## src/rtl/ciface_ctl_pkg.sv

```systemverilog
package ciface_ctl_pkg;
   localparam int          DATA_W      = 32;
   localparam logic [31:0] SEC_MASK    = 32'h0000_07FF;
   localparam logic [31:0] NSEC_MASK   = 32'h0000_0261;
   localparam logic [31:0] LEGACY_MASK = 32'h0000_0001;

   // access class: which copy, which bits, which alias to keep in step
   typedef struct packed {
      logic              pick_ns;
      logic [DATA_W-1:0] mask;
      logic              alias_to_ns;  // written bit1 -> non-secure bit0
      logic              alias_to_s;   // written bit0 -> secure bit1
   } view_t;
endpackage

```

## src/rtl/ciface_ctl_view.sv

```systemverilog
module ciface_ctl_view
   import ciface_ctl_pkg::*;
(
   input  logic  sec_ext_i,
   input  logic  rev2_i,
   input  logic  ns_i,
   output view_t view_o
);
   always_comb begin
      view_o = '0;
      if (!sec_ext_i) begin
         if (!rev2_i) begin
            view_o.pick_ns = 1'b1;
            view_o.mask    = LEGACY_MASK;
         end else begin
            view_o.mask        = SEC_MASK;
            view_o.alias_to_ns = 1'b1;
         end
      end else if (ns_i) begin
         view_o.pick_ns    = 1'b1;
         view_o.mask       = rev2_i ? NSEC_MASK : (NSEC_MASK & LEGACY_MASK);
         view_o.alias_to_s = rev2_i;
      end else begin
         view_o.mask        = SEC_MASK;
         view_o.alias_to_ns = 1'b1;
      end
   end
endmodule

```

## src/rtl/ciface_ctl_cell.sv

```systemverilog
module ciface_ctl_cell
   import ciface_ctl_pkg::*;
(
   input  logic              clk,
   input  logic              rst_n,
   input  logic              wr_i,
   input  view_t             view_i,
   input  logic [DATA_W-1:0] wdata_i,
   output logic [DATA_W-1:0] s_q_o,
   output logic [DATA_W-1:0] ns_q_o
);
   always_ff @(posedge clk or negedge rst_n) begin
      if (!rst_n) begin
         s_q_o  <= '0;
         ns_q_o <= '0;
      end else if (wr_i) begin
         if (view_i.pick_ns) begin
            ns_q_o <= wdata_i & view_i.mask;
            if (view_i.alias_to_s) s_q_o[1] <= wdata_i[0];
         end else begin
            s_q_o <= wdata_i & view_i.mask;
            if (view_i.alias_to_ns) ns_q_o[0] <= wdata_i[1];
         end
      end
   end
endmodule

```

## src/rtl/ciface_ctl_bank.sv

```systemverilog
module ciface_ctl_bank
   import ciface_ctl_pkg::*;
#(
   parameter int               N_CPU     = 4,
   parameter int               CPU_IDX_W = 3,
   parameter int               OFF_W     = 12,
   parameter logic [OFF_W-1:0] CTL_OFF   = '0
) (
   input  logic                 clk,
   input  logic                 rst_n,
   input  logic                 sec_ext_i,
   input  logic                 rev2_i,
   input  logic                 acc_wr_i,
   input  logic                 acc_rd_i,
   input  logic [CPU_IDX_W-1:0] acc_cpu_i,
   input  logic [OFF_W-1:0]     acc_off_i,
   input  logic [31:0]          acc_wdata_i,
   input  logic                 acc_ns_i,
   output logic [31:0]          acc_rdata_o,
   output logic [N_CPU-1:0]     grp0_en_o,
   output logic [N_CPU-1:0]     grp1_en_o
);
   localparam int IDX_SPAN = 1 << CPU_IDX_W;

   generate
      if (N_CPU < 1 || N_CPU > 8) begin : g_bad_ncpu
         $error("N_CPU must lie between 1 and 8");
      end
      if (N_CPU > IDX_SPAN) begin : g_bad_idx
         $error("CPU_IDX_W too narrow for N_CPU");
      end
      if (DATA_W != 32) begin : g_bad_width
         $error("register width must be 32");
      end
   endgenerate

   view_t             view;
   logic              off_hit;
   logic [N_CPU-1:0]  cpu_sel;
   logic [31:0]       s_q   [N_CPU];
   logic [31:0]       ns_q  [N_CPU];
   logic [31:0]       rd_arr[N_CPU];
   logic [31:0]       rd_or;

   assign off_hit = (acc_off_i == CTL_OFF);

   ciface_ctl_view u_view (
      .sec_ext_i (sec_ext_i),
      .rev2_i    (rev2_i),
      .ns_i      (acc_ns_i),
      .view_o    (view)
   );

   for (genvar c = 0; c < N_CPU; c++) begin : g_cpu
      assign cpu_sel[c] = (acc_cpu_i == CPU_IDX_W'(c));

      ciface_ctl_cell u_cell (
         .clk     (clk),
         .rst_n   (rst_n),
         .wr_i    (acc_wr_i & off_hit & cpu_sel[c]),
         .view_i  (view),
         .wdata_i (acc_wdata_i),
         .s_q_o   (s_q[c]),
         .ns_q_o  (ns_q[c])
      );

      assign rd_arr[c]    = cpu_sel[c] ?
                            ((view.pick_ns ? ns_q[c] : s_q[c]) & view.mask) : '0;
      assign grp0_en_o[c] = s_q[c][0];
      assign grp1_en_o[c] = ns_q[c][0];
   end

   always_comb begin
      rd_or = '0;
      for (int c = 0; c < N_CPU; c++) rd_or = rd_or | rd_arr[c];
   end

   assign acc_rdata_o = (acc_rd_i && off_hit) ? rd_or : '0;
endmodule

```

## config.mk

```make
export PLATFORM = sky130hd
export DESIGN_NAME = ciface_ctl_bank
export DESIGN_NICKNAME = d
export VERILOG_FILES = /design/src/rtl/ciface_ctl_pkg.sv /design/src/rtl/ciface_ctl_view.sv /design/src/rtl/ciface_ctl_cell.sv /design/src/rtl/ciface_ctl_bank.sv
export SDC_FILE = /design/constraint.sdc
export NUM_CORES = 1
export LEC_CHECK = 0
export BUFFER_PORTS_ARGS = -buffer_cell sky130_fd_sc_hd__buf_2
export CAP_MARGIN = 20
export CELL_PAD_IN_SITES_DETAIL_PLACEMENT = 0
export CELL_PAD_IN_SITES_GLOBAL_PLACEMENT = 1
export CORE_MARGIN = 2
export CORE_UTILIZATION = 35
export DETAILED_ROUTE_END_ITERATION = 8
export PLACE_DENSITY = 0.77
export SLEW_MARGIN = 15
export SYNTH_ARGS = -nofsm -noshare
export SYNTH_HDL_FRONTEND = slang
export SYNTH_SLANG_ARGS = --single-unit
```

## constraint.sdc

```tcl
create_clock -name clk -period 1.7 [get_ports clk]
set_clock_uncertainty 0.1 [all_clocks]
set_input_delay 0.17 -clock clk [delete_from_list [all_inputs] [get_ports clk]]
set_output_delay 0.17 -clock clk [all_outputs]
set_load 0.02 [all_outputs]
```

# ---- After elaboration in Yosys (flattened, before gate mapping)
# Index checks and enable logic that the tools add are counted.
dict set report word_totals {
  reg_bits 256
  out_inout_bits 40
  elab_cells 77
}
dict set report classes {
  n_eq_ne 4
  mux 23
  n_bitwise 14
  n_reduce_logical 20
}
# operator n
set ops {}
lappend ops {{2-to-1 mux 32 bit} 10}
lappend ops {{AND 32 bit} 5}
lappend ops {{bitwise OR 32 bit} 3}
lappend ops {{2-to-1 mux 34 bit} 1}
lappend ops {{AND reduction 2 bit} 16}
lappend ops {{zero test 12 bit} 1}
lappend ops {{2-to-1 mux 11 bit} 1}
lappend ops {{2-to-1 mux 1 bit} 10}
lappend ops {{2-to-1 mux 10 bit} 1}
lappend ops {{== test 3 x 2 -> 1 bit (second input constant)} 2}
lappend ops {{AND 1 bit} 5}
lappend ops {{== test 3 x 1 -> 1 bit (second input constant)} 1}
lappend ops {{zero test 3 bit} 1}
lappend ops {{!= test 2 x 1 -> 1 bit (second input constant)} 1}
lappend ops {{nonzero test 2 bit} 1}
lappend ops {{logical AND 1 bit} 1}
lappend ops {{NOT 1 bit} 1}

# ---- Depth between registers and ports, before layout
dict set report logic_depth {
  depth_word 10
  mapped_depth 7
}

# ---- Hierarchy
# Synthesis repeated with hierarchy kept, for this count alone.
dict set report unflattened {
  cells_unflattened 1091
  area_unflattened_um2 14283.7
}
# mod instances cells_each area_each_um2
set by_module_without_submodules {}
lappend by_module_without_submodules {ciface_ctl_cell 4 203 2767.7}
lappend by_module_without_submodules {ciface_ctl_bank 1 240 2936.6}
lappend by_module_without_submodules {ciface_ctl_view 1 39 276.5}

# ---- Worst setup path after synthesis
# OpenSTA, ideal clock, no wires.
dict set report synth_timing {
  path_type {input to output}
  from {in acc_off_i[6]}
  to {out acc_rdata_o[10]}
  arrival_time_ns 1.677
  t_required_ns 1.430
  path_slack_ns -0.247
  cell_stages 5
  path_buffers 1
  cell_sequence {or4_4 nor3_4 buf_6 nand3_1 a21oi_1}
}
dict set report synth_between {
  elab_chain_cells 3
}
# item line
set synth_lines {}
lappend synth_lines {{start, declared} ciface_ctl_bank.sv:16} ;# input logic [OFF_W-1:0] acc_off_i,
lappend synth_lines {{zero test 12 bit} ciface_ctl_bank.sv:45} ;# assign off_hit = (acc_off_i == CTL_OFF);
lappend synth_lines {{logical AND 1 bit} ciface_ctl_bank.sv:78} ;# assign acc_rdata_o = (acc_rd_i && off_hit) ? rd_or : '0;
lappend synth_lines {{2-to-1 mux 32 bit} ciface_ctl_bank.sv:78}
lappend synth_lines {{end, declared} ciface_ctl_bank.sv:19} ;# output logic [31:0] acc_rdata_o,
# No other way between the ends.

# ---- Final worst setup path
dict set report layout_timing {
  from {in acc_off_i[2]}
  to {out acc_rdata_o[8]}
}
# Same word-level chain as after synthesis.

==> results.py <==
metrics = {
    "timing": {
        "period_needed_ns": 1.975,
        "setup_viol_count_final": 67,
        "hold_violations": 0,
        "maxSlewViolCount": 0,
        "min_period_over_period": 1.162,
        "rsz0062_at_grt": "yes",
        "timing.fmax_mhz": 506.2,
        "worst_slack_ns": -0.2754,
    },
    "power_and_ir_drop": {
        "p_sw_uw": 785.7,
        "design_power_total_mw": 2.987,
        "p_sw_frac": 0.2630,
        "p_int_mw": 2.201,
        "pwr-share-comb": 0.094,
        "pwr-share-clk": 0.428,
        "power_density_nw_per_um2": 730.3,
        "leakage_nw": 1.956,
        "power_frac_seq": 0.478,
        "vdd_drop_max_mv": 0.4879,
    },
    "route": {
        "vias": 2394,
        "ant_nets": 0,
        "wl_per_cell_um": 15.43,
        "drt_iter0_markers": 125,
        "routed_via_density": 5.008,
        "drc": 0,
        "dr.pass1.iters": 4,
        "routed_wl_mm": 7.376,
    },
    "finish": {
        "finish.net_count": 419,
        "final_area_sq_um": 4090,
        "final_util": 0.4667,
        "area_growth_pct": 28.90,
        "drive_gt1_frac": 0.4432,
        "fill_cells": 813,
        "diodes": 0,
        "final_cell_mix": "dfrtp_1 (60), buf_2 (38), nand2_1 (31)",
        "mostFrequentLayoutCell": "dfrtp_1",
    },
    "status": {
        "status": "complete, but fails checks",
        "failed_checks": "negative setup slack",
    },
    "global_route": {
        "grt_max_degree": 61,
        "antenna_found_initial": 0,
        "grt_overflow_total": 0,
        "grt_pass1_vias": 2445,
        "grt_pass1_wl_mm": 12.26,
        "grt_use_total": 0.1591,
    },
    "floorplan": {
        "initial_utilization": 0.3621,
        "die_w_um": 99.22,
        "num_rows": 34,
        "fp.dieArea_sq_um": 9844,
        "die_h_um": 99.22,
        "fp.coreArea_sq_um": 8763,
        "io_pins": 94,
    },
    "clocking": {
        "clk_latency_ns": 0.34,
        "numCtsBuffers": 9,
        "cts_tree": "done",
        "clkSinkCount": 60,
        "clockBufferDepth": 2,
        "clkTransAtPathRegs_ns": 0.07,
        "htree_levels": 3,
        "cts-root-buf": "clkbuf_8",
    },
    "logic_synthesis": {
        "synth_cell_type_count": 36,
        "synth_flop_cell": "dfrtp_1",
        "avgSynthCellArea_sq_um": 10.90,
        "yosysWarnings": 0,
        "ys_seq_area_frac": 0.4732,
        "async_flop_share": 1.000,
        "synth_edf_count": 0,
        "netlist_instances": 291,
        "synthesis.area_sq_um": 3173,
        "ys_seq_elements": 60,
    },
    "place": {
        "dpl_cell_area_sq_um": 3700,
        "hpwl_mm": 5.194,
        "place.gp.congestion": 0.7597,
        "io_buffers": 51,
    },
    "worst_setup_path": {
        "required_ns": 1.43,
        "cp.arrival_ns": 1.71,
        "crit_fanout": 7,
        "crit_path_end_kind": "primary output",
        "critPathKind": "input pin to primary output",
        "cp-start-kind": "input pin",
    },
    "worst_hold_path": {
        "min_path_type": "input pin to flop",
    },
    "job": {
        "max_cap_viol_count": 0,
    },
}
## final timing paths
path / from / end / slack [ns] / cells past startpoint
max: acc_off_i[2] / acc_rdata_o[8] / -0.28 / 7
min in group asynchronous: rst_n / g_cpu[3].u_cell.ns_q_o[5]$_DFFE_PN0P_ / 0.24 / 3
max reg2reg: g_cpu[0].u_cell.s_q_o[0]$_DFFE_PN0P_ / g_cpu[0].u_cell.s_q_o[0]$_DFFE_PN0P_ / 0.80 / 1
min reg2reg: g_cpu[3].u_cell.s_q_o[6]$_DFFE_PN0P_ / g_cpu[3].u_cell.s_q_o[6]$_DFFE_PN0P_ / 0.38 / 2
min: acc_wdata_i[8] / g_cpu[1].u_cell.s_q_o[8]$_DFFE_PN0P_ / 0.01 / 2
max in group asynchronous: rst_n / g_cpu[2].u_cell.s_q_o[0]$_DFFE_PN0P_ / 0.97 / 3
## Yosys cell counts, types with 4 or more instances
cell      instances  area, sq um
a21oi_1          13        65.06
a22oi_1          14        105.1
buf_2             4        20.02
buf_4            29        217.7
clkbuf_1          9        33.78
dfrtp_1          60         1501
mux2_2           30        337.8
mux2_4            8        120.1
mux2i_1           7        70.07
nand2_1          32        120.1
nand3_1           5        25.02
nand4_1           7        43.79
nor2_1            7        26.28
nor3b_1           4        30.03
o21ai_0          29        145.1
## registers in the layout, indices dropped and copies added, names as in the netlist
name                 cells
g_cpu.u_cell.ns_q_o     16
g_cpu.u_cell.s_q_o      44
## cells by family after synthesis
kind of cell,count (synthesis),synth area share
and+or+nand+nor,73,0.1321
muxes,47,0.1806
AOI/OAI and AO/OA,63,0.1144
buffers and inverters,47,0.09858
other,1,0.001182
DFF,60,0.4732
## critical path, cell delays in order
cell and delay [ns]:
buf_6 0.09, or4_4 0.55, nor3_4 0.23, buf_12 0.13
nand3_4 0.19, a21oi_4 0.19, buf_6 0.13
## layout make-up
class,count,area (sq um),area share
multi-input cells,204,1572,0.3842
flip-flops and latches,60,1501,0.3671
repair buffers,89,686.9,0.1679
well taps,108,135.1,0.03304
clock buffers,10,127.6,0.03120
clock inverters,6,63.81,0.01560
inverters,1,3.754,0.0009177
## power by group through the flow
stage,Sequential (mW),Combinational [mW],Clock [mW]
2_1_floorplan,1.46,0.160,0
3_3_place_gp,1.45,0.265,0
3_5_place_dp,1.45,0.267,0
4_1_cts,1.43,0.278,1.30
5_1_grt,1.43,0.310,1.38
6_report,1.43,0.281,1.28
## layer usage
layer | wire [um] | vias to the layer above | track usage
met5 | 0 | - | 0
met4 | 53 | 0 | 0.03372
met3 | 404 | 5 | 0.04498
met2 | 3415 | 71 | 0.2516
met1 | 3502 | 1175 | 0.2197
li1 | - | 1143 | -
## timing repair
action | 4_1_cts | 5_1_grt
endpoints found under the setup margin | 20 | 70
endpoints found under the hold margin | 66 | 1
gates resized for setup | 25 | 12
hold buffers | 4 | 1
buffers inserted | 3 | 0
pin swaps | 18 | 3
## through the flow
stage | hold WS, ns | worst slack [ns] | cells | setup TNS [ns]
2_1_floorplan | -0.2256 | -0.1900 | 311 | -4.493
3_3_place_gp | 0.1016 | -0.5081 | 454 | -21.57
3_5_place_dp | 0.1008 | -0.5008 | 454 | -21.42
4_1_cts | 0.006132 | -0.3065 | 477 | -8.776
5_1_grt | 0.005413 | -0.3508 | 478 | -12.72
6_report | 0.01026 | -0.2754 | 478 | -8.896
(Power assumes the default switching activity.)
